[src/rtl/dreq_edge_ctrl.sv]
module dreq_edge_ctrl #(
  parameter int CNT_W       = 8,
  parameter int RELEASE_CYC = 2
) (
  input  logic             clk,
  input  logic             rst_n,
  input  logic             arm,
  input  logic             disarm,
  input  logic [CNT_W-1:0] count_in,
  input  logic             req_n,
  input  logic             bus_break,
  input  logic             rd_done,
  input  logic             wr_done,
  output logic             rd_cyc,
  output logic             wr_cyc,
  output logic             req_held,
  output logic             xfer_done
);

  localparam int REL_W = (RELEASE_CYC > 1) ? $clog2(RELEASE_CYC) : 1;
  localparam logic [REL_W-1:0] REL_LAST = REL_W'(RELEASE_CYC - 1);

  typedef enum logic [2:0] {
    ST_IDLE, ST_OPEN, ST_HOLD, ST_RELEASE, ST_READ, ST_WRITE, ST_REARM, ST_FINISH
  } state_t;

  state_t           state;
  logic [1:0]       pin_s;
  logic [CNT_W-1:0] remain;
  logic [REL_W-1:0] rel_cnt;
  logic             hi_seen;
  logic             pin_hi;

  assign pin_hi    = pin_s[1];
  assign rd_cyc    = (state == ST_READ);
  assign wr_cyc    = (state == ST_WRITE);
  assign req_held  = (state == ST_HOLD);
  assign xfer_done = (state == ST_FINISH);

  always_ff @(posedge clk or negedge rst_n) begin
    if (!rst_n) begin
      state   <= ST_IDLE;
      pin_s   <= 2'b11;
      remain  <= '0;
      rel_cnt <= '0;
      hi_seen <= 1'b0;
    end else begin
      pin_s <= {pin_s[0], req_n};
      if (disarm) begin
        state <= ST_IDLE;
      end else if (arm) begin
        remain <= count_in;
        state  <= (count_in == '0) ? ST_FINISH : ST_OPEN;
      end else begin
        unique case (state)
          ST_OPEN:    if (!pin_hi) state <= ST_HOLD;
          ST_HOLD:    if (bus_break) begin
                        state   <= ST_RELEASE;
                        rel_cnt <= '0;
                      end
          ST_RELEASE: if (rel_cnt == REL_LAST) begin
                        state   <= ST_READ;
                        hi_seen <= 1'b0;
                      end else begin
                        rel_cnt <= rel_cnt + 1'b1;
                      end
          ST_READ: begin
            if (pin_hi)  hi_seen <= 1'b1;
            if (rd_done) state   <= ST_WRITE;
          end
          ST_WRITE: begin
            if (pin_hi) hi_seen <= 1'b1;
            if (wr_done) begin
              remain <= remain - 1'b1;
              if (remain == CNT_W'(1))  state <= ST_FINISH;
              else if (hi_seen || pin_hi) state <= ST_OPEN;
              else                        state <= ST_REARM;
            end
          end
          ST_REARM:   if (pin_hi) state <= ST_OPEN;
          default:    ;
        endcase
      end
    end
  end

endmodule

[config.mk]
export PLATFORM = sky130hd
export DESIGN_NAME = dreq_edge_ctrl
export DESIGN_NICKNAME = d
export VERILOG_FILES = /design/src/rtl/dreq_edge_ctrl.sv
export SDC_FILE = /design/constraint.sdc
export NUM_CORES = 1
export LEC_CHECK = 0
export BUFFER_PORTS_ARGS = -buffer_cell sky130_fd_sc_hd__buf_2
export CAP_MARGIN = 0
export CORE_MARGIN = 4
export CORE_UTILIZATION = 50
export DETAILED_ROUTE_END_ITERATION = 16
export HOLD_SLACK_MARGIN = 0.1
export PLACE_DENSITY = 0.82
export SLEW_MARGIN = 5
export SYNTH_ARGS = -nofsm -noshare
export SYNTH_HDL_FRONTEND = slang
export SYNTH_SLANG_ARGS = --single-unit
[constraint.sdc]
create_clock -name clk -period 2.24 [get_ports clk]
set_clock_uncertainty 0.15 [all_clocks]
set_input_delay 0.448 -clock clk [delete_from_list [all_inputs] [get_ports clk]]
set_output_delay 0.448 -clock clk [all_outputs]
set_load 0.05 [all_outputs]
==> summary.md <==
| Metric | Value |
|---|---|
| Status | `finished clean` |
| Reg power frac | `51.7%` |
| Net Sw Frac | `36.6%` |
| Worst Setup EP | `rd_cyc` |
| Largest family of logic cells by synthesized area | `compound AO/OA/AOI/OAI gates` |
| VDD IR-drop max | `458 uV` |
| Critical path peak fanout | `14` |
| Clock Sinks | `15` |
| Min-delay src | `pin_s[0]$_DFF_PN1_` |
| Fillers | `169` |
| Area Growth Syn to Fin | `11.6%` |
| ANT nets after route | `0` |
| Worst-margin pin slew | `0.457 ns` |
| Drt drc | `0` |
| Antenna violations before repair | `0` |
| Layout cells sized above 1 | `between 20% and 30%` |
| Fin cells | `166` |
| Critical Path Start | `state[1]$_DFFE_PN0P_` |
| Vias | `1019` |
| Slew headroom | `69.5%` |
| Ports | `20` |
| Total Wirelength | `2530 um` |
| Root Driver | `clkbuf_4` |
| CTS tree | `done` |
| Post-synthesis register bit count | `15` |
| Cells after synthesis | `123` |
| Max frequency | `0.469 GHz` |
| Setup CP Type | `reg -> out` |
| R2R depth | `4` |
| XOR/XNOR Fraction of Synth Area | `0%` |
| Mapped Area | `1090 sq um` |
| Placed cells | `160` |
| Simple-Gate Fraction of Synth Area | `26.9%` |
| Clock-pin slew on the worst setup and hold paths | `0.09 ns` |
| RSZ-0062 raised after global routing | `no` |
| Routed vias/inst | `6.14` |
| R2R Path Start | `state[1]$_DFFE_PN0P_` |
| Post-DP HPWL | `roughly 1900 um` |
| Port buffer count | `19` |
| Die X | `54.7 um` |
| Final Slew Violations | `0` |
| Kind of start point of the critical path | `flip-flop` |
| GRT overflow | `0` |
| WHS | `0.212 ns` |
| Vias in the first global route | `933` |
| Switching power total | `roughly 270 uW` |
| Post-synth ARST share | `100%` |
| Setup crit end kind | `output port` |
| Fin crit period | `~2.1 ns` |
| Synth Area in Compound Gates | `a little over a quarter` |
| Syn_nets | `between 100 and 150` |
| Worst-Skew Late Latency | `about 0.30 ns` |
| Register-to-register path setup slack | `0.33 ns` |
| Unique masters post-synth | `51` |
| Synth Area in Adders | `2.30%` |
| Power Total | `745 uW` |
| Synth Flop Type | `dfrtp_1` |
| Initial DRC count | `11` |
| CTS max path bufs | `2` |
| 1st-pass router iterations | `4` |
| Initial Util | `between 50% and 60%` |
| Largest net degree at the start of global routing | `27` |
| Sequential area share after synthesis | `34.7%` |
| Core ar. | `approximately 2000 sq um` |
| Final setup violating endpoints | `0` |
| Global Route Usage Sum | `20.1%` |
| Antenna Cells | `0` |
| Worst EP arrival | `1.54 ns` |
| Worst hold-check path type | `reg -> reg` |
| Sequential cell area | `about 380 sq um` |
| Detailed-route wire length per cell | `15.2 um` |
| Leak pwr | `0.000505 uW` |
| P_int | `472 uW` |
| Yosys warns | `0` |
| Mean post-synth cell area | `between 8 and 9 sq um` |
| Routability cong. | `0.884` |
| Setup TNS | `0 ns` |
| Final Cycle Share | `95.2%` |
| EDFF count, synth | `0` |
| Combinational power share | `26.3%` |
| Post-synthesis mux area share | `between 1.5 and 2%` |
| Cell Pwr Density | `613 nW/um^2` |
| CTS H-tree depth | `1` |
| # nets final | `158` |
| Footprint of the multi-input gates | `638 sq um` |
| Row count | `16` |
| MaxCap Viol Count | `0` |
| Die Area | `2990 sq um` |
| Clock Power Share | `22.1%` |
| TritonCTS Buffers | `3` |
| WP data required | `1.64 ns` |
| Final Hold Viols | `0` |
| Die height | `approximately 55 um` |
| Reg-to-reg endpoint | `state[0]$_DFFE_PN0P_` |
| First-pass GRT wire length | `~4200 um` |
## cells in the final DEF, fill, tap and decap left out, types with 2 or more instances in the layout
master         instances
dlygate4sd3_1          2
ha_1                   2
a31oi_1                3
nor3_1                 6
dfstp_2                2
nand4b_1               2
inv_1                  5
and3_1                 2
or4_1                  2
nor2_1                 9
dfrtp_1               12
nand2_1               12
a21oi_1                7
a32oi_1                2
nor4_1                 2
a311o_1                2
nand3_1                2
o21ai_0                9
buf_2                 19
clkbuf_4               3
o211ai_1               3
## worst min-delay path by stage
stage                     endpoint  depth (start not counted)
6_report        pin_s[1]$_DFF_PN1_                          0
5_1_grt         pin_s[1]$_DFF_PN1_                          0
4_1_cts         pin_s[1]$_DFF_PN1_                          0
3_5_place_dp    pin_s[1]$_DFF_PN1_                          0
3_3_place_gp    pin_s[1]$_DFF_PN1_                          0
2_1_floorplan  hi_seen$_DFFE_PN0P_                          0
## Yosys cell counts (3+ instances only)
library cell | instances | area share [%]
nor2_1 | 9 | 3.1
buf_2 | 3 | 1.4
o21ai_0 | 9 | 4.1
a21oi_1 | 7 | 3.2
a31oi_1 | 3 | 1.7
nor3_1 | 6 | 2.8
nand2_1 | 12 | 4.1
clkbuf_1 | 3 | 1.0
o211ai_1 | 3 | 2.1
dfrtp_1 | 13 | 30
inv_1 | 5 | 1.7
## kinds of logic (layout without fill, tap and decap cells)
logic type / after synthesis / count (layout)
AO/OA/AOI/OAI: 39 / 39
adder cells (fa/ha/maj): 2 / 2
buffers and inverters: 15 / 31
flip-flops: 15 / 15
multiplexers: 2 / 2
AND/OR/NAND/NOR: 50 / 50
## worst max-delay path: stages (launching register included)
cell	delay, ns
dfrtp_1	0.54
nor2b_2	0.29
and2_1	0.16
buf_2	0.26
## metrics by stage
step / utilization, % / instance area, sq um / worst slack, ns
after detailed placement: 57.6 / 1160 / 0.325
final: 60.1 / 1210 / 0.107
after CTS: 60.0 / 1210 / 0.0686
after floorplan: - / 1090 / 0.312
after global routing: 60.1 / 1210 / 0.0242
after global placement: 57.6 / 1160 / 0.339
## timing repair
| item | in CTS | in global routing |
|---|---|---|
| gates resized for setup | 1 | 1 |
| endpoints found under the hold margin | 14 | 0 |
| setup buffers | 0 | 0 |
| hold buffers | 2 | 0 |
| setup endpoints to repair | 1 | 1 |
## layer usage
layer | part of all wire, % | wire length (um) | vias to the layer above | global-route usage [%]
li1 | - | - | 495 | -
met1 | 44 | 1110 | 488 | 25.8
met4 | 2.4 | 61 | 0 | 10.4
met2 | 49 | 1230 | 29 | 30.7
met5 | 0 | 0 | - | 0
met3 | 4.8 | 122 | 7 | 4.90
## registers in the layout (all words and copies together), names as in the netlist
signal and count:
pin_s 2, hi_seen 1, rel_cnt 1, state 3, remain 8
## power by group through the flow
| stage | clock network [uW] | logic [uW] | registers (uW) |
|---|---|---|---|
| final | 164 | 195 | 385 |
| after global routing | 189 | 218 | 392 |
| after global placement | 0 | 187 | 383 |
| after detailed placement | 0 | 192 | 387 |
| after CTS | 169 | 197 | 382 |
| after floorplan | 0 | 173 | 356 |
## cell type report
type / count / share of cell area [%]
inverters: 6 / 1.85
multi-input cells: 93 / 52.5
flip-flops and latches: 15 / 31.2
well taps: 27 / 2.78
clock buffers: 4 / 2.16
repair buffers: 21 / 9.47
No activity file was read; power rests on OpenSTA's default activity.
